File: config.mk
export PLATFORM = sky130hd
export DESIGN_NAME = ilace_vtg
export DESIGN_NICKNAME = d
export VERILOG_FILES = /design/src/rtl/vtg_pkg.sv /design/src/rtl/vtg_cfg_shadow.sv /design/src/rtl/vtg_hcount.sv /design/src/rtl/vtg_vcount.sv /design/src/rtl/ilace_vtg.sv
export SDC_FILE = /design/constraint.sdc
export NUM_CORES = 1
export LEC_CHECK = 0
export BUFFER_PORTS_ARGS = -buffer_cell sky130_fd_sc_hd__clkbuf_2
export CAP_MARGIN = 20
export CORE_ASPECT_RATIO = 0.6
export CORE_MARGIN = 3
export CORE_UTILIZATION = 25
export DETAILED_ROUTE_END_ITERATION = 8
export GPL_TIMING_DRIVEN = 0
export PLACE_DENSITY = 0.46
export SYNTH_ARGS = -nofsm -noshare
export SYNTH_HDL_FRONTEND = slang
export SYNTH_SLANG_ARGS = --single-unit
File: constraint.sdc
create_clock -name clk -period 23.1 [get_ports clk]
set_input_delay 3.465 -clock clk [delete_from_list [all_inputs] [get_ports clk]]
set_output_delay 3.465 -clock clk [all_outputs]
set_load 0.05 [all_outputs]
File: src/rtl/vtg_pkg.sv
package vtg_pkg;
  parameter int HW = 12;
  parameter int VW = 10;
  parameter int NFIELD = 2;

  typedef logic [HW-1:0] hval_t;
  typedef logic [VW-1:0] vval_t;

  typedef struct packed {
    hval_t act;
    hval_t fp;
    hval_t syn;
    hval_t bp;
    hval_t burst;
  } hcfg_t;

  typedef struct packed {
    vval_t act;
    vval_t fp;
    vval_t syn;
    vval_t bp;
  } vcfg_t;

  function automatic hval_t h_total(hcfg_t c);
    return c.act + c.fp + c.syn + c.bp;
  endfunction

  function automatic vval_t v_total(vcfg_t c);
    return c.act + c.fp + c.syn + c.bp;
  endfunction

  // position p inside [s, s+n)
  function automatic logic h_in(hval_t p, hval_t s, hval_t n);
    return (p >= s) && ((p - s) < n);
  endfunction

  function automatic logic v_in(vval_t p, vval_t s, vval_t n);
    return (p >= s) && ((p - s) < n);
  endfunction

  function automatic hval_t burst_span(hcfg_t c);
    return (c.burst < c.bp) ? c.burst : c.bp;
  endfunction
endpackage

File: src/rtl/vtg_cfg_shadow.sv
module vtg_cfg_shadow
  import vtg_pkg::*;
(
  input  logic                    clk,
  input  logic                    rst_n,
  input  logic                    load,
  input  hcfg_t                   h_in,
  input  vcfg_t [NFIELD-1:0]      v_in,
  input  logic                    odd_in,
  output hcfg_t                   h_q,
  output vcfg_t [NFIELD-1:0]      v_q,
  output logic                    odd_q
);
  logic cap;
  assign cap = !rst_n || load;

  always_ff @(posedge clk) begin
    if (cap) begin
      h_q   <= h_in;
      odd_q <= odd_in;
    end
  end

  for (genvar f = 0; f < NFIELD; f++) begin : g_field
    vcfg_t q;
    always_ff @(posedge clk) begin
      if (cap) q <= v_in[f];
    end
    assign v_q[f] = q;
  end

  // settings change only on a frame wrap
  assert_hold_h_R9: assert property (@(posedge clk) disable iff (!rst_n)
    !load |=> $stable(h_q));
  assert_hold_v_R9: assert property (@(posedge clk) disable iff (!rst_n)
    !load |=> ($stable(v_q) && $stable(odd_q)));
endmodule

File: src/rtl/vtg_hcount.sv
module vtg_hcount
  import vtg_pkg::*;
(
  input  logic  clk,
  input  logic  rst_n,
  input  logic  ce,
  input  hcfg_t cfg,
  output hval_t hcnt,
  output logic  line_end,
  output logic  h_act,
  output logic  hsync_n,
  output logic  burst
);
  hval_t tot, sync_start, burst_start;

  assign tot         = h_total(cfg);
  assign sync_start  = cfg.act + cfg.fp;
  assign burst_start = sync_start + cfg.syn;
  assign line_end    = ce && (hcnt == tot - 1'b1);

  always_ff @(posedge clk) begin
    if (!rst_n)        hcnt <= '0;
    else if (line_end) hcnt <= '0;
    else if (ce)       hcnt <= hcnt + 1'b1;
  end

  assign h_act   = hcnt < cfg.act;
  assign hsync_n = !h_in(hcnt, sync_start, cfg.syn);
  assign burst   = h_in(hcnt, burst_start, burst_span(cfg));

  // counter holds without enable, stays inside the line
  assert_hold_R2: assert property (@(posedge clk) disable iff (!rst_n)
    !ce |=> $stable(hcnt));
  assert_range_R2: assert property (@(posedge clk) disable iff (!rst_n)
    hcnt < tot);
  // burst window never overlaps sync or active pixels
  assert_burst_R8: assert property (@(posedge clk) disable iff (!rst_n)
    burst |-> (hsync_n && !h_act));
endmodule

File: src/rtl/vtg_vcount.sv
module vtg_vcount
  import vtg_pkg::*;
(
  input  logic                clk,
  input  logic                rst_n,
  input  logic                line_end,
  input  vcfg_t [NFIELD-1:0]  cfg,
  input  logic                odd_first,
  output vval_t               vcnt,
  output logic                fsel,
  output logic                field_end,
  output logic                frame_wrap,
  output logic                v_act,
  output logic                vsync_n,
  output logic                field_odd
);
  vcfg_t cur;
  vval_t tot;

  assign cur        = cfg[fsel];
  assign tot        = v_total(cur);
  assign field_end  = line_end && (vcnt == tot - 1'b1);
  assign frame_wrap = field_end && fsel;

  always_ff @(posedge clk) begin
    if (!rst_n) begin
      vcnt <= '0;
      fsel <= 1'b0;
    end else if (field_end) begin
      vcnt <= '0;
      fsel <= !fsel;
    end else if (line_end) begin
      vcnt <= vcnt + 1'b1;
    end
  end

  assign v_act     = vcnt < cur.act;
  assign vsync_n   = !v_in(vcnt, cur.act + cur.fp, cur.syn);
  assign field_odd = odd_first ^ fsel;

  // line counter stays inside the current field
  assert_range_R4: assert property (@(posedge clk) disable iff (!rst_n)
    vcnt < tot);
  // parity moves only at a field wrap, and always there
  assert_flip_R7: assert property (@(posedge clk) disable iff (!rst_n)
    field_end |=> (fsel != $past(fsel)));
  assert_keep_R7: assert property (@(posedge clk) disable iff (!rst_n)
    !field_end |=> $stable(fsel));
endmodule

File: src/rtl/ilace_vtg.sv
module ilace_vtg
  import vtg_pkg::*;
(
  input  logic                 clk,
  input  logic                 rst_n,
  input  logic                 pix_ce,
  input  logic [HW-1:0]        cfg_h_active,
  input  logic [HW-1:0]        cfg_h_front,
  input  logic [HW-1:0]        cfg_h_sync,
  input  logic [HW-1:0]        cfg_h_back,
  input  logic [HW-1:0]        cfg_burst_len,
  input  logic [VW-1:0]        cfg_fa_active,
  input  logic [VW-1:0]        cfg_fa_front,
  input  logic [VW-1:0]        cfg_fa_sync,
  input  logic [VW-1:0]        cfg_fa_back,
  input  logic [VW-1:0]        cfg_fb_active,
  input  logic [VW-1:0]        cfg_fb_front,
  input  logic [VW-1:0]        cfg_fb_sync,
  input  logic [VW-1:0]        cfg_fb_back,
  input  logic                 cfg_first_odd,
  output logic                 hsync_n,
  output logic                 vsync_n,
  output logic                 active,
  output logic                 field_odd,
  output logic                 burst_win,
  output logic [HW-1:0]        hcount,
  output logic [VW-1:0]        vcount
);
  hcfg_t              h_in, h_q;
  vcfg_t [NFIELD-1:0] v_in, v_q;
  logic               odd_q;
  logic               line_end, field_end, frame_wrap, fsel;
  logic               h_act, v_act;

  assign h_in = '{act: cfg_h_active, fp: cfg_h_front, syn: cfg_h_sync,
                  bp: cfg_h_back, burst: cfg_burst_len};
  assign v_in[0] = '{act: cfg_fa_active, fp: cfg_fa_front,
                     syn: cfg_fa_sync, bp: cfg_fa_back};
  assign v_in[1] = '{act: cfg_fb_active, fp: cfg_fb_front,
                     syn: cfg_fb_sync, bp: cfg_fb_back};

  vtg_cfg_shadow u_shadow (
    .clk    (clk),
    .rst_n  (rst_n),
    .load   (frame_wrap),
    .h_in   (h_in),
    .v_in   (v_in),
    .odd_in (cfg_first_odd),
    .h_q    (h_q),
    .v_q    (v_q),
    .odd_q  (odd_q)
  );

  vtg_hcount u_h (
    .clk      (clk),
    .rst_n    (rst_n),
    .ce       (pix_ce),
    .cfg      (h_q),
    .hcnt     (hcount),
    .line_end (line_end),
    .h_act    (h_act),
    .hsync_n  (hsync_n),
    .burst    (burst_win)
  );

  vtg_vcount u_v (
    .clk        (clk),
    .rst_n      (rst_n),
    .line_end   (line_end),
    .cfg        (v_q),
    .odd_first  (odd_q),
    .vcnt       (vcount),
    .fsel       (fsel),
    .field_end  (field_end),
    .frame_wrap (frame_wrap),
    .v_act      (v_act),
    .vsync_n    (vsync_n),
    .field_odd  (field_odd)
  );

  assign active = h_act && v_act;

  // active video never overlaps a sync pulse
  assert_active_R6: assert property (@(posedge clk) disable iff (!rst_n)
    active |-> (hsync_n && vsync_n));
  // a field wrap always coincides with a line wrap to pixel 0
  assert_wrap_R4: assert property (@(posedge clk) disable iff (!rst_n)
    field_end |=> (hcount == '0 && vcount == '0));
endmodule

==> out/summary.txt, run 1 <==
r2r setup slk: 13.87 ns
Setup Buffers After CTS: 0
site row count: 60
hold_buf cts: 0
Unique masters post-synth: 68
vias in the first global route: 8590
post-synthesis sequential area ratio: 39.98%
global route overflow: 0
gr usage total: 13.83%
Hold Path Depth: 2
pwr/cell area: 91.75 mW/mm2
Net count, final: 1656
detailed placer's ending HPWL: 27790 um
final setup vio count: 0
slew margin rel.: 27.57%
Worst EP required: 19.64 ns
final setup margin: 12.05 ns
Startpoint Class: register
CP arrival: 7.58 ns
clk sink count: 164
CTS tree: yes
DR vias/cell: 4.460
Synth top area share: 36.06%
CTS buffer count: 17
largest net degree at the start of global routing: 20
Post-synth top flop: edfxtp_1
initial antenna violation count: 0
Crit Path Category: register to output port
critical path fanouts, max: 10
Clock Tree Buf Depth: 2
DR WL met3: 1637 um
clk_skew: 0.01606 ns
first-pass GRT wire length: 51670 um
Initial Util: 25.77%
CP max stage cell: clkbuf_1
final period utilization: 47.82%
worst skew pair latency: 0.45 ns
Clk pin slew, worst setup/hold paths: 0.08 ns
Placer Congestion: 0.8519
Mapped Area: 0.01174 mm2
top post-synthesis cells by area: edfxtp_1 (36%), ha_1 (18%), inv_1 (4.5%)
worst vdd rail ir drop: 0.00004670 V
Period minus WS final: 11.05 ns
max layer used: met4
min-delay worst type: register to register
buffers and inverters on the worst path: 7
TritonRoute pass-1 iters: 5
Top Ports: 171
Routed wire per std cell: 17.26 um
RSZ-0062 raised after global routing: no
CP endpoint kind: output port
Syn Inst Count: 1132
Crit. path cell count: 22
final count of hold timing violations: 0
# port buffers: 169
initial DRC count: 532
Slew Limit Fails: 0
delay-heaviest family, CP: buffers and inverters
leakage power: 0.006091 uW
depth of the most critical reg-to-reg path: 28
die area: 0.04969 mm2
Met1 Wirelength: 19850 um
WL met2: 12090 um
Worst-Margin Slew: 1.086 ns
total wire length: 33880 um
DRC: 0
crit-path max cell delay: 0.78 ns
most common cell in the synthesized netlist: ha_1
status: finished, final reports clean
EDFF count, synth: 141
#FFs+latches synth: 164
Post-synth top cells: ha_1 (166), edfxtp_1 (141), inv_1 (141)
PostCTS Resize Cnt: 0
TNS Setup: 0 ns
ANT cells: 0
critical path, cell by cell: clkbuf_1 > clkbuf_1 > clkbuf_1 > buf_8 > mux2i_1 > inv_1 > fa_1 > inv_1 > ha_1 > nor2b_1 > o21ai_0 > a21boi_0 > o21ai_0 > a21boi_0 > o21ai_0 > a21boi_0 > or4b_2 > nand3_1 > ha_1 > o21a_1 > a221o_1 > clkbuf_2
cell taking the most area after synthesis: edfxtp_1
layout cells sized above 1: 17.65%
Synth Warn #: 0
clk root buf: clkbuf_16
area grow syn2layout: 20.25%
Net Count, Synth: 1458
dpl ws: 12.50 ns
H-tree Lvls: 4
Async SR Flop Fraction: 0%
Mean Syn Cell Area: 10.37 um2
Die Span Y: 173.9 um
Die X: 285.8 um
max cap viols: 0
Fmax: 90.53 MHz
Antenna Nets Post-Route: 0
core box area: 0.04557 mm2
Hold Slack: 0.5663 ns
detailed-route via count: 8755
## state kept, by name, indices dropped and copies added (netlist names)
| name | flops |
|---|---|
| u_v.vcnt | 10 |
| u_shadow.h_q | 60 |
| u_v.fsel | 1 |
| u_h.hcnt | 12 |
| u_shadow.odd_q | 1 |
| u_shadow.v_q | 80 |
## metal layers
layer,vias to the layer above,track usage [%]
met5,-,0
met4,0,2.683
met3,17,3.154
met2,179,17.28
met1,4096,23.08
li1,4463,-
## placed cells by master (no fill, tap or decap), types with 6 or more instances in the layout
| cell type | count |
|---|---|
| mux2_2 | 13 |
| nor4_1 | 8 |
| a21oi_1 | 59 |
| or3_1 | 11 |
| a211oi_1 | 6 |
| dfxtp_1 | 23 |
| fa_1 | 16 |
| o21ai_0 | 57 |
| nand4_1 | 16 |
| mux2i_1 | 31 |
| buf_8 | 6 |
| nand2_1 | 51 |
| clkbuf_1 | 12 |
| nand2b_1 | 8 |
| nand3_1 | 18 |
| clkbuf_2 | 169 |
| nor3_1 | 20 |
| nor2b_1 | 17 |
| o21a_1 | 15 |
| xor2_1 | 36 |
| nor2_1 | 97 |
| edfxtp_1 | 141 |
| o21bai_1 | 6 |
| a21o_1 | 14 |
| ha_1 | 166 |
| clkbuf_16 | 17 |
| a21boi_0 | 20 |
| inv_1 | 141 |
| xnor2_1 | 56 |
## through the flow
stage	cell area, um2	power (uW)	util, %	std cells
finish	14120	1295	30.98	1963
floorplan	11740	865.8	-	1132
detailed placement	13560	1023	29.76	1930
global route	14120	1421	30.98	1963
CTS	14100	1313	30.95	1962
global placement	13360	1017	29.32	1921
## final cells by class
| class | count | area (um2) |
|---|---|---|
| buffer | 14 | 62.56 |
| multi-input combinational | 813 | 6469 |
| fill | 4799 | 31450 |
| sequential | 164 | 4695 |
| tap | 620 | 775.7 |
| clock inverter | 13 | 108.9 |
| timing repair buffer | 179 | 1046 |
| clock buffer | 19 | 432.9 |
| inverter | 141 | 529.3 |
## tightest hold or removal path, cell delays in order (launching register included)
cell and delay, ns:
dfxtp_1 0.37, nand2_1 0.08, o21ai_0 0.07
## cell families after synthesis
kind of cell | after synthesis | share of synthesized area (%)
muxes | 44 | 3.890
xor gates and xnor gates | 94 | 7.193
DFF | 164 | 39.98
buffers and inverters | 155 | 5.041
AOI/OAI and AO/OA | 224 | 12.28
adders and majority gates | 184 | 20.59
and+or+nand+nor | 267 | 11.03
## power breakdown
group | switching, uW | leakage [uW] | internal, uW
Sequential | 9.89 | 0.00157 | 344
Clock | 131 | 0.000246 | 148
Combinational | 375 | 0.00428 | 287
## path summary, 6_finish.rpt
| kind | from | end |
|---|---|---|
| hold / removal | u_v.vcnt[0] | u_v.vcnt[0] |
| setup reg to reg | u_v.fsel | u_shadow.h_q[6] |
| setup / recovery | u_v.fsel | vsync_n |
| hold reg to reg | u_v.vcnt[0] | u_v.vcnt[0] |
(Power assumes the default switching activity.)
==> run 2, diff against run 1 <==
--- a/config.mk
+++ b/config.mk
@@ -5,6 +5,7 @@
 export SDC_FILE = /design/constraint.sdc
 export NUM_CORES = 1
 export LEC_CHECK = 0
+export ABC_AREA = 1
 export BUFFER_PORTS_ARGS = -buffer_cell sky130_fd_sc_hd__clkbuf_2
 export CAP_MARGIN = 20
 export CORE_ASPECT_RATIO = 0.6
==> constraint.sdc (replaced) <==
create_clock -name clk -period 10.6 [get_ports clk]
set_input_delay 1.59 -clock clk [delete_from_list [all_inputs] [get_ports clk]]
set_output_delay 1.59 -clock clk [all_outputs]
set_load 0.05 [all_outputs]
==> run 2 against run 1 <==
Effect of this change:
- clock skew is 0.0041 ns higher
- non-clock buffer count is 12 lower
- synthesized cell count is 14% higher
- first-iteration DRC count is 2.4% higher
- critical path depth is 3 higher
- die area is 0.63% higher
- clock power is 130% higher
- setup slack worse by 9.6 ns
- via count is 5.9% higher
- largest power group unchanged
==> out/summary.txt, run 2 <==
TritonRoute pass-1 iters: 5
Worst-Margin Slew: 1.085 ns
Post-Synth Adder-Cell Area: 20.29%
first-pass GRT wire length: 51810 um
Unique masters post-synth: 43
Net count, final: 1804
Post-synth top flop: edfxtp_1
cell area after layout: 0.01406 mm2
#FFs+latches synth: 164
Worst EP required: 9.01 ns
worst vdd rail ir drop: 0.0001011 V
worst skew pair latency: 0.45 ns
largest family of logic cells by synthesized area: adder cells
initial DRC count: 545
cell taking the most area after synthesis: edfxtp_1
Clock Tree Buf Depth: 2
core box area: 0.04648 mm2
RSZ-0062 raised after global routing: no
Synth top area share: 35.83%
Period minus WS final: 8.134 ns
final count of hold timing violations: 0
Placer Congestion: 0.8355
Async SR Flop Fraction: 0%
ANT cells: 0
status: finished, final reports clean
Net Count, Synth: 1615
Synth Warn #: 0
Synth Area in Compound Gates: 9.698%
Startpoint Class: register
total wire length: 33950 um
final period utilization: 76.74%
area grow syn2layout: 18.97%
hold_buf cts: 0
Mapped Area: 0.01182 mm2
xor/xnor share of the synthesized area: 6.490%
detailed placer's ending HPWL: 27770 um
post-synthesis simple-gate area fraction: 16.04%
EDFF count, synth: 141
most frequent cells in the layout: nand2_1 (226), inv_1 (206), clkbuf_2 (169)
CTS tree: yes
Routed wire per std cell: 16.01 um
Top Ports: 171
Die Span Y: 174.4 um
gr usage total: 13.82%
vias in the first global route: 8912
dpl ws: 2.913 ns
Area after DPL: 0.01348 mm2
Setup Buffers After CTS: 0
Post-synth top cells: nand2_1 (226), inv_1 (207), ha_1 (166)
# port buffers: 169
pwr/cell area: 161.3 mW/mm2
site row count: 61
Fmax: 122.9 MHz
CTS buffer count: 17
Slew Limit Fails: 0
detailed-route via count: 9269
DR vias/cell: 4.370
min-delay worst type: register to register
Syn Inst Count: 1289
leakage power: 0.006491 uW
Antenna Nets Post-Route: 0
Crit Path Category: register to output port
Mean Syn Cell Area: 9.168 um2
critical path fanouts, max: 10
final setup vio count: 0
clk sink count: 164
final setup margin: 2.466 ns
DRC: 0
die area: 0.05000 mm2
CP endpoint kind: output port
Die X: 286.7 um
layout cells sized above 1: 16.30%
global route overflow: 0
clk root buf: clkbuf_16
PostCTS Resize Cnt: 0
H-tree Lvls: 4
slew margin rel.: 27.67%
Initial Util: 25.42%
post-synthesis sequential area ratio: 39.72%
clk_skew: 0.02012 ns
fill count: 4894
CP arrival: 6.54 ns
largest net degree at the start of global routing: 77
initial antenna violation count: 1
most common cell in the synthesized netlist: nand2_1
max FFs per register: 80
Clk pin slew, worst setup/hold paths: 0.08 ns
max cap viols: 0
multiplexer area fraction after synthesis: 0.7623%
commonest non-fill, non-tap cell in the layout: nand2_1
top post-synthesis cells by area: edfxtp_1 (36%), ha_1 (18%), nand2_1 (7.2%)
## run 2: metal layers
| layer | global-route usage, % | routed length, um |
|---|---|---|
| met1 | 22.54 | 19130 |
| met2 | 17.53 | 12330 |
| met3 | 3.591 | 2107 |
| met4 | 2.768 | 386 |
| met5 | 0 | 0 |
## run 2: where the power goes
group          internal, uW  total [uW]  switching, uW  leakage (uW)
Combinational           335         883            548       0.00470
Sequential              730         740           10.7       0.00151
Clock                   342         645            303      0.000280
## run 2: worst paths after layout
kind / startpoint / to / slack, ns / cells past startpoint
max reg2reg: u_v.fsel / u_shadow.h_q[34] / 2.90 / 26
max: u_v.fsel / vsync_n / 2.47 / 25
min: u_h.hcnt[0] / u_h.hcnt[0] / 0.57 / 2
min reg2reg: u_h.hcnt[0] / u_h.hcnt[0] / 0.57 / 2
## run 2: through the flow
stage	total power, uW	std cells	hold WS [ns]	util, %	setup TNS, ns
finish	2269	2121	0.5674	30.25	0
global route	2460	2121	0.6202	30.25	0
CTS	2296	2121	0.5614	30.25	0
detailed placement	1627	2089	0.5502	29.01	0
global placement	1618	2088	0.5472	28.94	-62.71
floorplan	1408	1289	0.7243	-	0
## run 2: worst max-delay path, stage by stage, from the launching register on
cell      delay, ns
dfxtp_1        0.45
clkbuf_1       0.53
clkbuf_1       0.60
o21ai_0        0.37
inv_1          0.12
ha_1           0.29
a21oi_1        0.20
inv_1          0.06
a31oi_1        0.20
xor2_1         0.55
ha_1           0.40
nand2_1        0.12
o21ai_0        0.10
a21oi_1        0.20
inv_1          0.06
a21oi_1        0.13
o21bai_1       0.11
a21o_1         0.17
a21oi_1        0.15
xor2_1         0.16
ha_1           0.28
a21oi_1        0.16
o221ai_1       0.12
a21oi_1        0.18
o21ai_0        0.11
clkbuf_2       0.25
## run 2: cell families (layout without fill, tap and decap cells)
family                   after synthesis  in the layout
AO/OA/AOI/OAI                        205            205
XOR/XNOR                              86             86
adder cells (fa/ha/maj)              182            182
buffers and inverters                219            421
flip-flops                           164            164
multiplexers                           9              9
AND/OR/NAND/NOR                      424            424
## run 2: area by class of cell
| class | instances | area, um2 | area share (%) |
|---|---|---|---|
| multi-input cells | 906 | 6296 | 44.78 |
| flip-flops and latches | 164 | 4695 | 33.39 |
| repair buffers | 170 | 873.3 | 6.212 |
| well taps | 630 | 788.3 | 5.606 |
| inverters | 208 | 785.8 | 5.589 |
| clock buffers | 20 | 456.7 | 3.248 |
| clock inverters | 12 | 118.9 | 0.8454 |
| plain buffers | 11 | 46.29 | 0.3293 |
==> run 3, diff against run 2 <==
--- a/config.mk
+++ b/config.mk
@@ -13,7 +13,7 @@
 export CORE_UTILIZATION = 25
 export DETAILED_ROUTE_END_ITERATION = 8
 export GPL_TIMING_DRIVEN = 0
-export PLACE_DENSITY = 0.46
+export PLACE_DENSITY = 0.48
 export SYNTH_ARGS = -nofsm -noshare
 export SYNTH_HDL_FRONTEND = slang
 export SYNTH_SLANG_ARGS = --single-unit
==> constraint.sdc (replaced) <==
create_clock -name clk -period 7 [get_ports clk]
set_input_delay 1.05 -clock clk [delete_from_list [all_inputs] [get_ports clk]]
set_output_delay 1.05 -clock clk [all_outputs]
set_load 0.05 [all_outputs]
==> run 3 against run 2 <==
Effect of this change:
- power up 56%
- count of clock-buffer cells in the layout down 1
- non-clock buffer count up 14
- sequential power up 51%
- clock power up 54%
- global-route usage about the same
- critical path type unchanged
- largest cell class unchanged
==> out/summary.txt, run 3 (synthesized netlist as in run 2, its figures left out) <==
Hold Path Depth: 2
Crit. Startpoint: u_shadow.h_q[50]
clk_skew: 0.01764 ns
Net count, final: 1819
DRC: 0
core box area: 0.04648 mm2
Startpoint Class: register
Die Span Y: 174.4 um
Antenna Nets Post-Route: 0
TritonRoute pass-1 iters: 5
max FFs per register: 80
vias in the first global route: 9047
initial antenna violation count: 0
Post-Layout Cell Count: 2136
H-tree Lvls: 4
worst vdd rail ir drop: 0.0001485 V
status: finished, final reports clean
gr usage total: 13.84%
depth of the most critical reg-to-reg path: 32
CTS buffer count: 17
commonest non-fill, non-tap cell in the layout: nand2_1
critical path fanouts, max: 4
pwr/cell area: 240.6 mW/mm2
Hold Slack: 0.5805 ns
initial DRC count: 460
Worst EP required: 5.95 ns
CP arrival: 5.57 ns
clk sink count: 164
largest net degree at the start of global routing: 43
# port buffers: 169
die area: 0.05000 mm2
CTS tree: yes
layout cells sized above 1: 20.65%
detailed placer's ending HPWL: 28160 um
Top Ports: 171
final setup vio count: 0
Fmax: 151.0 MHz
Clock Tree Buf Depth: 2
global route overflow: 0
TNS Setup: 0 ns
Clk pin slew, worst setup/hold paths: 0.08 ns
slew margin rel.: 58.09%
Routed wire per std cell: 16.42 um
hold_buf cts: 0
Worst-Margin Slew: 0.6221 ns
final period utilization: 94.58%
DR vias/cell: 4.397
Placed Instances: 2091
most frequent cells in the layout: nand2_1 (224), inv_1 (206), clkbuf_2 (168)
Placer Congestion: 0.8684
Period minus WS final: 6.621 ns
final count of hold timing violations: 0
min-delay worst type: register to register
Hold Startpoint: u_h.hcnt[0]
site row count: 61
first-pass GRT wire length: 52050 um
Crit path top cell by count: a21oi_1
Die X: 286.7 um
CP max stage cell: edfxtp_1
fill count: 4845
clk root buf: clkbuf_16
detailed-route via count: 9391
crit-path max cell delay: 0.42 ns
reg2reg start: u_v.fsel
Initial Util: 25.42%
area grow syn2layout: 24.20%
max cap viols: 0
Slew Limit Fails: 0
CP endpoint kind: output port
ANT cells: 0
leakage power: 0.006666 uW
total wire length: 35070 um
worst skew pair latency: 0.45 ns
Crit Path Category: register to output port
## run 3: cell types whose count changed in the layout (fill, tap and decap cells not counted), sizes merged
cell and change:
clkbuf -2, inv -1, buf +15, clkinvlp +2
bufinv +1
## run 3: metrics by stage
| step | setup WS (ns) | area (um2) | util, % | total power (uW) |
|---|---|---|---|---|
| final | 0.3794 | 14680 | 31.58 | 3532 |
| after global routing | -0.03717 | 14680 | 31.58 | 3827 |
| after CTS | 0.01998 | 14220 | 30.59 | 3506 |
| after detailed placement | -0.7895 | 13520 | 29.08 | 2461 |
| after global placement | -2.898 | 13460 | 28.95 | 2443 |
| after floorplan | 0.07962 | 11820 | - | 2130 |
## run 3: final cells by class
cell class                 count  area, um2  area share, %
buffer                        11      63.81         0.4347
clock buffer                  19      432.9          2.949
clock inverter                13      163.9          1.117
inverter                     208      784.5          5.345
multi-input combinational    906       6670          45.44
sequential                   164       4696          31.99
tap                          630      788.3          5.370
timing repair buffer         184       1074          7.314
timing repair inverter         1      5.005        0.03410
## run 3: where the power goes
part           total [uW]  internal [uW]  switching, uW
clock                 996            539            458
sequential           1120           1100           16.6
combinational        1410            558            857
## run 3: what timing repair did
action                                 CTS  global route
buffers inserted                         1             8
gates cloned                             1             3
resized for setup                       21            68
pin swaps                                0            14
setup endpoints to repair              143           143
endpoints found under the hold margin    0             0
## run 3: per-layer routing
layer	share of wire (%)	GRT usage, %
met1	56	22.14
met2	38	18.12
met3	5.1	3.630
met4	0.85	2.641
met5	0	0
## run 3: critical path, delay by kind of cell, from the launching register on
kind / cells / cell delay [ns]
compound gates: 11 / 1.76
simple gates: 8 / 0.89
xor+xnor: 2 / 0.43
flops: 1 / 0.42
fa+ha+maj: 4 / 1.24
buf+inv: 3 / 0.35
## run 3: path summary, 6_finish.rpt
check / to / slack (ns)
max: burst_win / 0.38
min: u_h.hcnt[0] / 0.58
max reg2reg: u_shadow.v_q[46] / 0.42
min reg2reg: u_h.hcnt[0] / 0.58
